--- src/rtl/mpm_pkg.sv ---
package mpm_pkg;
  localparam int SUB_W   = 8;
  localparam int LANES_N = 9;
  localparam int LANES_M = 3;
  localparam int GRID    = 4;
  localparam int SUBS    = GRID * GRID;
  localparam int QUADS   = 4;
  localparam int OPW     = LANES_N * SUB_W;
  localparam int PRODW   = 2 * OPW;
  localparam int MIDW    = 2 * SUB_W;
  localparam int WIDEW   = 4 * SUB_W;

  typedef enum logic [1:0] {
    MODE_8   = 2'b00,
    MODE_16  = 2'b01,
    MODE_32  = 2'b10,
    MODE_RSV = 2'b11
  } mode_e;

  typedef struct packed {
    logic               use8;
    logic               use16;
    logic               use32;
    logic [LANES_N-1:0] laneMask;
  } ctrl_t;
endpackage

--- src/rtl/mpm_sub8.sv ---
module mpm_sub8 #(
  parameter int W = 8
) (
  input  logic [W-1:0]   a,
  input  logic [W-1:0]   b,
  output logic [2*W-1:0] p
);
  localparam int ND = W / 2 + 1;
  localparam int EW = 2 * W + 4;

  logic [2*ND:0]        bx;
  logic signed [EW-1:0] aExt;
  logic signed [EW-1:0] acc;
  logic signed [EW-1:0] term;

  assign bx   = {{(2*ND-W){1'b0}}, b, 1'b0};
  assign aExt = signed'({{(EW-W){1'b0}}, a});

  always_comb begin
    acc  = '0;
    term = '0;
    for (int k = 0; k < ND; k++) begin
      unique case (bx[2*k +: 3])
        3'b001, 3'b010: term = aExt;
        3'b011:         term = aExt <<< 1;
        3'b100:         term = -(aExt <<< 1);
        3'b101, 3'b110: term = -aExt;
        default:        term = '0;
      endcase
      acc = acc + (term <<< (2 * k));
    end
    p = acc[2*W-1:0];
  end
endmodule

--- src/rtl/mpm_ctrl.sv ---
module mpm_ctrl
  import mpm_pkg::*;
(
  input  logic [1:0] mode,
  input  logic       inValid,
  output ctrl_t      ctrlS
);
  localparam logic [LANES_N-1:0] MASK_8  = {LANES_N{1'b1}};
  localparam logic [LANES_N-1:0] MASK_16 = LANES_N'((1 << LANES_M) - 1);
  localparam logic [LANES_N-1:0] MASK_32 = LANES_N'(1);

  always_comb begin
    ctrlS = '0;
    unique case (mode_e'(mode))
      MODE_8: begin
        ctrlS.use8     = 1'b1;
        ctrlS.laneMask = inValid ? MASK_8 : '0;
      end
      MODE_16: begin
        ctrlS.use16    = 1'b1;
        ctrlS.laneMask = inValid ? MASK_16 : '0;
      end
      MODE_32: begin
        ctrlS.use32    = 1'b1;
        ctrlS.laneMask = inValid ? MASK_32 : '0;
      end
      default: ctrlS = '0;
    endcase
  end
endmodule

--- src/rtl/mpm_datapath.sv ---
module mpm_datapath
  import mpm_pkg::*;
(
  input  logic               clk,
  input  logic               rstN,
  input  ctrl_t              ctrlS,
  input  logic [OPW-1:0]     opA,
  input  logic [OPW-1:0]     opB,
  output logic [PRODW-1:0]   product,
  output logic [LANES_N-1:0] laneValid
);
  logic [SUB_W-1:0] subA [SUBS];
  logic [SUB_W-1:0] subB [SUBS];
  logic [MIDW-1:0]  subP [SUBS];
  logic [WIDEW-1:0] quad [QUADS];
  logic [2*WIDEW-1:0] wide;
  logic [PRODW-1:0] prodNext;

  // Operand routing: sub (i,j) multiplies A byte row i by B byte column j
  always_comb begin
    for (int s = 0; s < SUBS; s++) begin
      int i;
      int j;
      int lane;
      i = s / GRID;
      j = s % GRID;
      lane = ((i / 2) == (j / 2)) ? (i / 2) : (((i / 2) == 0) ? 2 : -1);
      subA[s] = '0;
      subB[s] = '0;
      if (ctrlS.use8 && s < LANES_N) begin
        subA[s] = opA[SUB_W*s +: SUB_W];
        subB[s] = opB[SUB_W*s +: SUB_W];
      end else if (ctrlS.use16 && lane >= 0) begin
        subA[s] = opA[MIDW*lane + SUB_W*(i%2) +: SUB_W];
        subB[s] = opB[MIDW*lane + SUB_W*(j%2) +: SUB_W];
      end else if (ctrlS.use32) begin
        subA[s] = opA[SUB_W*i +: SUB_W];
        subB[s] = opB[SUB_W*j +: SUB_W];
      end
    end
  end

  for (genvar g = 0; g < SUBS; g++) begin : gSub
    mpm_sub8 #(.W(SUB_W)) u_sub (.a(subA[g]), .b(subB[g]), .p(subP[g]));
  end

  // Quadrant q = 2p + r combines four byte products into a 16x16 product
  always_comb begin
    for (int q = 0; q < QUADS; q++) begin
      int i0;
      int j0;
      i0 = 2 * (q / 2);
      j0 = 2 * (q % 2);
      quad[q] = {{MIDW{1'b0}}, subP[i0*GRID + j0]}
              + ({{MIDW{1'b0}}, subP[(i0+1)*GRID + j0]} << SUB_W)
              + ({{MIDW{1'b0}}, subP[i0*GRID + j0 + 1]} << SUB_W)
              + ({{MIDW{1'b0}}, subP[(i0+1)*GRID + j0 + 1]} << MIDW);
    end
    wide = {{WIDEW{1'b0}}, quad[0]}
         + ({{WIDEW{1'b0}}, quad[1]} << MIDW)
         + ({{WIDEW{1'b0}}, quad[2]} << MIDW)
         + ({{WIDEW{1'b0}}, quad[3]} << WIDEW);
  end

  // Lane packing of the next product word
  always_comb begin
    prodNext = '0;
    if (ctrlS.use8) begin
      for (int k = 0; k < LANES_N; k++) prodNext[MIDW*k +: MIDW] = subP[k];
    end else if (ctrlS.use16) begin
      prodNext[0 +: WIDEW]       = quad[0];
      prodNext[WIDEW +: WIDEW]   = quad[3];
      prodNext[2*WIDEW +: WIDEW] = quad[1];
    end else if (ctrlS.use32) begin
      prodNext[0 +: 2*WIDEW] = wide;
    end
  end

  always_ff @(posedge clk or negedge rstN) begin
    if (!rstN) begin
      product   <= '0;
      laneValid <= '0;
    end else begin
      product   <= prodNext;
      laneValid <= ctrlS.laneMask;
    end
  end

  AST_STROBE_ONEHOT: assert property (@(posedge clk) disable iff (!rstN)
    $onehot0({ctrlS.use8, ctrlS.use16, ctrlS.use32}));
  AST_WIDE_PRODUCT: assert property (@(posedge clk) disable iff (!rstN)
    ctrlS.use32 |=> product[2*WIDEW-1:0] ==
      (64'($past(opA[WIDEW-1:0])) * 64'($past(opB[WIDEW-1:0]))));
  AST_BYTE_LANE0: assert property (@(posedge clk) disable iff (!rstN)
    ctrlS.use8 |=> product[MIDW-1:0] ==
      (16'($past(opA[SUB_W-1:0])) * 16'($past(opB[SUB_W-1:0]))));
  AST_MID_UPPER_ZERO: assert property (@(posedge clk) disable iff (!rstN)
    ctrlS.use16 |=> product[PRODW-1:LANES_M*WIDEW] == '0);
  AST_WIDE_UPPER_ZERO: assert property (@(posedge clk) disable iff (!rstN)
    ctrlS.use32 |=> product[PRODW-1:2*WIDEW] == '0);
endmodule

--- src/rtl/mp_mult_array.sv ---
module mp_mult_array
  import mpm_pkg::*;
(
  input  logic               clk,
  input  logic               rstN,
  input  logic               inValid,
  input  logic [1:0]         mode,
  input  logic [OPW-1:0]     opA,
  input  logic [OPW-1:0]     opB,
  output logic [PRODW-1:0]   product,
  output logic [LANES_N-1:0] laneValid
);
  ctrl_t ctrlS;

  mpm_ctrl u_ctrl (.mode(mode), .inValid(inValid), .ctrlS(ctrlS));

  mpm_datapath u_dp (
    .clk(clk), .rstN(rstN), .ctrlS(ctrlS), .opA(opA), .opB(opB),
    .product(product), .laneValid(laneValid)
  );

  AST_RESERVED_QUIET: assert property (@(posedge clk) disable iff (!rstN)
    (mode == 2'b11) |=> (product == '0 && laneValid == '0));
  AST_IDLE_NOVALID: assert property (@(posedge clk) disable iff (!rstN)
    !inValid |=> laneValid == '0);
endmodule

--- config.mk ---
export PLATFORM = sky130hd
export DESIGN_NAME = mp_mult_array
export DESIGN_NICKNAME = d
export VERILOG_FILES = /design/src/rtl/mpm_pkg.sv /design/src/rtl/mpm_sub8.sv /design/src/rtl/mpm_ctrl.sv /design/src/rtl/mpm_datapath.sv /design/src/rtl/mp_mult_array.sv
export SDC_FILE = /design/constraint.sdc
export NUM_CORES = 2
export LEC_CHECK = 0
export ABC_CLOCK_PERIOD_IN_PS = 800
export BUFFER_PORTS_ARGS = -buffer_cell sky130_fd_sc_hd__buf_2
export CORE_MARGIN = 2
export CORE_UTILIZATION = 56
export DETAILED_ROUTE_END_ITERATION = 6
export PLACE_DENSITY = 0.85
export SETUP_SLACK_MARGIN = 0.5
export SLEW_MARGIN = 20
export SYNTH_ARGS = -nofsm -noshare
export SYNTH_HDL_FRONTEND = slang
export SYNTH_SLANG_ARGS = --single-unit
--- constraint.sdc ---
create_clock -name clk -period 0.8 [get_ports clk]
set_input_delay 0.12 -clock clk [delete_from_list [all_inputs] [get_ports clk]]
set_output_delay 0.12 -clock clk [all_outputs]
set_load 0.01 [all_outputs]
==> results of run 1 <==
-- timing repair --
item,CTS
resized for setup,453
hold buffers,1
endpoints found under the setup margin,300
gates cloned,2
pin swaps,219
endpoints found under the hold margin,150
buffers inserted,88
-- synthesized netlist by cell type, types with 15 or more instances --
library cell / count
sky130_fd_sc_hd__nor2_1: 682
sky130_fd_sc_hd__inv_1: 651
sky130_fd_sc_hd__nand2_1: 642
sky130_fd_sc_hd__a21oi_1: 589
sky130_fd_sc_hd__o21ai_0: 537
sky130_fd_sc_hd__ha_1: 532
sky130_fd_sc_hd__fa_1: 506
sky130_fd_sc_hd__xnor2_1: 443
sky130_fd_sc_hd__clkbuf_1: 430
sky130_fd_sc_hd__a22oi_1: 204
sky130_fd_sc_hd__xor2_1: 168
sky130_fd_sc_hd__nand3_1: 151
sky130_fd_sc_hd__nor3_1: 148
sky130_fd_sc_hd__dfrtp_1: 147
sky130_fd_sc_hd__o22ai_1: 137
sky130_fd_sc_hd__a21o_1: 118
sky130_fd_sc_hd__mux2i_1: 103
sky130_fd_sc_hd__and2_1: 80
sky130_fd_sc_hd__and3_1: 78
sky130_fd_sc_hd__a221oi_1: 77
sky130_fd_sc_hd__a22o_1: 76
sky130_fd_sc_hd__o21bai_1: 71
sky130_fd_sc_hd__o21a_1: 65
sky130_fd_sc_hd__nor2b_1: 61
sky130_fd_sc_hd__buf_1: 60
sky130_fd_sc_hd__a222oi_1: 59
sky130_fd_sc_hd__o221ai_1: 53
sky130_fd_sc_hd__a211oi_1: 49
sky130_fd_sc_hd__nand2b_1: 48
sky130_fd_sc_hd__buf_2: 46
sky130_fd_sc_hd__o211ai_1: 44
sky130_fd_sc_hd__a31oi_1: 42
sky130_fd_sc_hd__mux2_2: 41
sky130_fd_sc_hd__or2_2: 33
sky130_fd_sc_hd__a221o_1: 30
sky130_fd_sc_hd__or3_1: 30
sky130_fd_sc_hd__o21ai_1: 28
sky130_fd_sc_hd__a21boi_0: 25
sky130_fd_sc_hd__o31ai_1: 22
sky130_fd_sc_hd__nand3b_1: 20
sky130_fd_sc_hd__a32oi_1: 18
sky130_fd_sc_hd__nand4_1: 16
sky130_fd_sc_hd__a311oi_1: 15
sky130_fd_sc_hd__buf_4: 15
sky130_fd_sc_hd__o311ai_0: 15
-- kinds of logic after synthesis --
| kind of cell | after synthesis | synth area share |
|---|---|---|
| AOI/OAI and AO/OA | 2408 | 0.2751 |
| xor gates and xnor gates | 619 | 0.09603 |
| adders and majority gates | 1038 | 0.2924 |
| buffers and inverters | 1225 | 0.08344 |
| DFF | 147 | 0.06408 |
| muxes | 144 | 0.02600 |
| and+or+nand+nor | 2054 | 0.1630 |
-- per-stage QoR --
| step | worst slack [ns] | hold WS [ns] | setup TNS [ns] | util |
|---|---|---|---|---|
| 4_1_cts | -11.46 | -0.1597 | -968.00 | 0.7911 |
| 3_5_place_dp | -12.54 | -0.08126 | -1039.51 | 0.7565 |
| 3_3_place_gp | -11.78 | -0.08066 | -981.78 | 0.7565 |
| 2_1_floorplan | -11.83 | -0.1756 | -949.27 | - |
-- per-layer routing --
metal	global-route usage	overflow
met1	0.8751	315
met2	1.014	2116
met3	0.8679	324
met4	0.9187	799
met5	0.7815	30
==> impl.org, run 1 <==
** Yosys
- The share of the Yosys chip area taken by registers is 0.06408.
- Of all flip-flops after synthesis, the portion carrying an async set or reset was 1.000.
- Synthesis instantiated 101 different standard cells from the library.
- Portion of synthesized cell area occupied by the leading cell type :: 0.1765
- In the synthesized netlist the dominant register cell turns out to be sky130_fd_sc_hd__dfrtp_1.
- Avg Cell Area, Syn :: 7.519 um^2
- In this run, synthesis produced a sequential element count of around 150.
- Library cell occupying the most area in the post-synthesis netlist :: sky130_fd_sc_hd__fa_1
- Summing every instance area after synthesis gives between 50,000 and 60,000 um^2.
- Count of mapped cells out of synthesis :: about 7,600
- Dominant cells by area after synthesis :: sky130_fd_sc_hd__fa_1 (18%), sky130_fd_sc_hd__ha_1 (12%), sky130_fd_sc_hd__xnor2_1 (6.8%), sky130_fd_sc_hd__dfrtp_1 (6.4%), sky130_fd_sc_hd__a21oi_1 (5.1%)
- Number of enable flip-flop cells after synthesis :: 0
- Ys Warns :: 0
- Post-Synthesis Net Count :: just under 9,000

** Placement
- Detailed placement finished with a half-perimeter wire length of 247.9 mm.
- Post-DP Area :: roughly 77,000 um^2
- At the end of routability-driven placement, the weighted congestion stood at about 1.2.
- Number of buffers inserted by port buffering :: 301
- Inst Count DP :: 11,124

** Floorplan
- Top Ports :: about 300
- Count of standard-cell rows :: roughly 120
- The initial utilization of the core area, before any placement, comes to 0.5642.
- The floorplan step set the die height to roughly 320 um.
- Die width :: 324.2 um

** Clocking
- Number of buffers added by the clock tree synthesis step :: 17
- Root Buffer :: sky130_fd_sc_hd__clkbuf_16
- Counting along the longest clock path gives a buffer depth of 2.
- Count of H-tree levels built during CTS :: 4
- Counting every sink on the clock net gives 147.

** Global route
- The first global-routing pass estimated a little over 700 mm of wire.
- Total global-route track usage :: 0.9160
- The via count of the first global-routing pass was roughly 100k.
- Total grt overflow :: roughly 3,600
- Entering global routing, the biggest net connects 77 pins.

** Status
- The run stopped with a tool error.
- The run ended at global routing (5_1_grt).
- Error msg :: [ERROR GRT-0116] Global routing finished with congestion. Check the congestion regions in the DRC Viewer.
==> run 2: changes to the inputs <==
CORE_UTILIZATION = 40   (was 56)
PLACE_DENSITY = default   (was 0.85)
PLACE_DENSITY_LB_ADDON = 0.15   (was default)
SETUP_SLACK_MARGIN = default   (was 0.5)
==> run 2 against run 1 <==
  * The flow now finishes, with violations (DRC, hold timing, setup timing)
  * Synthesized area unchanged
  * Synthesized cell count unchanged
==> impl.org, run 2 <==
** Yosys
- Post-synthesis simple-gate area fraction :: 0.1630 (unchanged)
- The fraction of synthesized cell area in xor and xnor cells was 0.09603 (unchanged).
- Flops & latches, synth :: 147 (unchanged)
- Dominant cells by area after synthesis: sky130_fd_sc_hd__fa_1 (18%), sky130_fd_sc_hd__ha_1 (12%), sky130_fd_sc_hd__xnor2_1 (6.8%), sky130_fd_sc_hd__dfrtp_1 (6.4%), sky130_fd_sc_hd__a21oi_1 (5.1%) (unchanged).
- Mux cell area share after synthesis :: 0.02600 (unchanged)
- The synthesized area per cell was 7.519 um^2 (unchanged).
- The post-synthesis cell type with the largest combined area is sky130_fd_sc_hd__fa_1 (unchanged).
- The adder and majority gate portion of the synthesized area is 0.2924 (unchanged).
- Portion of synthesized cell area occupied by the leading cell type :: 0.1765 (unchanged)
- Top cells by instance count after synthesis: sky130_fd_sc_hd__nor2_1 (682), sky130_fd_sc_hd__inv_1 (651), sky130_fd_sc_hd__nand2_1 (642) (unchanged).
- Dominant combinational cell family by area after synthesis :: adder cells (unchanged)
- The sequential fraction of the synthesis area was 0.06408 (unchanged).
- Most used flip-flop cell after synthesis :: sky130_fd_sc_hd__dfrtp_1 (unchanged)
- The synthesis warning total is 0 (unchanged).
- Compound-Gate Fraction of Synth Area :: 0.2751 (unchanged)
- The synthesized netlist net count came to 8,822 (unchanged).
- The number of instances in the synthesized netlist is 7,635 (unchanged).
- The dominant cell by count in the synthesized netlist is sky130_fd_sc_hd__nor2_1 (unchanged).
- Async set-or-reset flop fraction in the synthesized netlist :: 1.000 (unchanged)
- Number of enable flip-flop cells after synthesis :: 0 (unchanged)
- Distinct cell type count of the synthesized netlist :: 101 (unchanged)
- The cell area after technology mapping is 57,410 um^2 (unchanged).

** Detailed routing
- Routed wire length per instance :: ~27 um
- After detailed routing, the number of remaining DRC violations is between 40 and 50.
- Total Routed Length :: 329.9 mm
- First drt pass iteration count :: 7
- Number of nets still failing antenna checks after routing :: 0
- Vias per std cell :: just under 6
- The final route contains 72,125 vias.
- The detailed router finished its first iteration with 8,331 violations.

** Placement
- The global placement routability congestion is 1.048 (was 1.240).
- Post-DP Area :: 80,170 um^2 (was 76,970 um^2)
- The count of input and output buffers is 301 (unchanged).
- Detailed placer's ending HPWL :: 273.0 mm (was 247.9 mm)

** Finish
- Summing all non-filler instances in the final layout gives an area of approximately 87,000 um^2.
- Top Registers :: u_dp.product x144, u_dp.laneValid x3
- Of the cells placed in the final design, the portion with a size suffix greater than 1 is 0.3904.
- Leaving out fill and tap cells, the most frequent cells in the layout are sky130_fd_sc_hd__buf_4 (2,597), sky130_fd_sc_hd__nor2_1 (638), sky130_fd_sc_hd__nand2_1 (617), sky130_fd_sc_hd__inv_1 (609), sky130_fd_sc_hd__fa_1 (487).
- Max reg flops :: approximately 140
- The final layout contains 11,384 nets.
- Reg with most FFs :: u_dp.product
- Compared with the post-synthesis result, the final layout area differs by 51.81%.
- Leaving out fill and tap cells, the most frequent cell in the layout is sky130_fd_sc_hd__buf_4.
- Once layout is complete, the utilization of the core stands at 0.6096.

** Critical path
- Data on the critical path is required at its endpoint by around 1.2 ns.
- For this design, the slowest cell found on the critical path is sky130_fd_sc_hd__or4_4.
- Critical path data arrival time :: approximately 13 ns
- By startpoint and endpoint, the worst setup path is classified as in2reg.
- STA classifies the critical path endpoint as a flop.
- Biggest cell delay along the critical path :: 0.57 ns
- The worst setup path is launched from an input port.
- Largest fanout on the critical path :: 4

** Status
- The final reports fail on DRC, hold timing, setup timing.
- Result of the run :: complete, but fails checks (was stopped before the end)

** Floorplan
- The number of I/O pins came to 302 (unchanged).
- The horizontal extent of the die was 382.8 um (was 324.2 um).
- Count of standard-cell rows :: 139 (was 117)
- Area of the placeable core :: roughly 140,000 um^2
- The die span in y was 382.8 um (was 324.2 um).
- Starting Density :: 0.4015 (was 0.5642)
- Floorplan die area :: around 150,000 um^2

** Timing
- The max-slew violation count is 0.
- Setup violations remaining at the end of the flow were counted as 298.
- Setup repair after global routing could not meet its margin everywhere.
- Post-route worst hold slack :: -0.02595 ns
- Of the available clock period, the critical path in the final layout requires 15.33.
- At the pin with the least slew margin, the transition time is approximately 1.1 ns.
- Derived from the worst setup path, the maximum achievable clock frequency is approximately 82 MHz.
- Final Hold Violating Endpoints :: 9
- After layout, the worst setup slack is -11.47 ns.
- Relative slew slack :: 0.2503
- The worst path in the final design needs a cycle of around 12 ns, including I/O delays and setup.

** Clocking
- Clock slew at the register clock pins of the worst setup and hold paths :: ~0.080 ns
- The clock sink count was 147 (unchanged).
- The number of levels the H-tree was split into was 4 (unchanged).
- Root Buffer :: sky130_fd_sc_hd__clkbuf_16 (unchanged)
- The number of buffers added to fix hold violations after cts was 3 (was 1).
- TritonCTS built the clock tree.
- Number of buffers added by the clock tree synthesis step :: 17 (unchanged)
- Clock buffer depth :: 2 (unchanged)

** Global route
- The number of antenna violations at the first check in global routing came to 39.
- The via count of the first global-routing pass is roughly 70,000.
- Global-route wire length before repair :: roughly 470 mm
- Largest net degree at the start of global routing :: 68
- For this run, the total global-route usage over all layers was measured as 0.4324.
- Total grt overflow :: 0

** Flow run
- Count of maximum capacitance violations :: 0

** Hold path
- Hold Path Class :: in2async
[run 2: cell families (layout without fill, tap and decap cells)]
kind of cell	count (synthesis)	after routing
AO/OA/AOI/OAI	2408	2408
XOR/XNOR	619	619
adder cells (fa/ha/maj)	1038	1038
buffers and inverters	1225	3800
flip-flops	147	147
multiplexers	144	144
other	0	18
AND/OR/NAND/NOR	2054	2054
[run 2: routing by layer]
layer | track usage | share of wire | vias to the layer above
met5 | 0.006614 | 0.00097 | -
li1 | - | - | 32045
met4 | 0.2232 | 0.065 | 30
met3 | 0.1236 | 0.12 | 908
met1 | 0.5723 | 0.40 | 34995
met2 | 0.6363 | 0.41 | 4147
[run 2: repair_timing]
item | CTS | global route
setup endpoints to repair | 299 | 298
resized for setup | 489 | 569
endpoints found under the hold margin | 150 | 9
setup buffers | 79 | 90
pin swaps | 244 | 311
cloned | 1 | 2
[run 2: worst max-delay path by stage]
stage                     startpoint  depth (start not counted)  slack [ns]                         end
after floorplan              mode[1]                         69      -11.83  u_dp.product[63]$_DFF_PN0_
after global placement       mode[1]                         62      -12.18  u_dp.product[57]$_DFF_PN0_
after detailed placement      opA[2]                         64      -12.55  u_dp.product[57]$_DFF_PN0_
after CTS                     opA[1]                         66      -11.19  u_dp.product[57]$_DFF_PN0_
after global routing          opA[2]                         66      -11.88  u_dp.product[57]$_DFF_PN0_
final                         opA[2]                         63      -11.47  u_dp.product[57]$_DFF_PN0_
[run 2: layout make-up]
cell class	instances	area [um^2]
diodes	18	45.04
clock buffers	17	425.4
clock inverters	15	180.2
fillers	12983	55810
inverters	662	2490
multi-input cells	6263	53940
flip-flops and latches	147	3679
well taps	1903	2381
repair buffers	3106	24010
[run 2: stage by stage]
stage,setup TNS (ns),hold WS [ns],setup slack [ns],instances
final,-952.28,-0.02595,-11.47,12131
after global routing,-988.61,-0.01758,-11.88,12118
after CTS,-940.54,-0.04426,-11.19,12043
after detailed placement,-1034.34,-0.05100,-12.55,11936
after global placement,-1018.50,-0.05236,-12.18,11936
after floorplan,-949.27,-0.1756,-11.83,7635
[run 2: worst max-delay path, delay by kind of cell]
family | cells | cell delay [ns]
and+or+nand+nor | 14 | 2.87
AOI/OAI and AO/OA | 24 | 3.81
adders and majority gates | 11 | 4.24
xor gates and xnor gates | 5 | 0.85
buffers and inverters | 9 | 0.78
Power of run 2 is left out: the tool's default activity adds up to more than one toggle a clock period on the data nets, which glitch-free logic cannot reach.
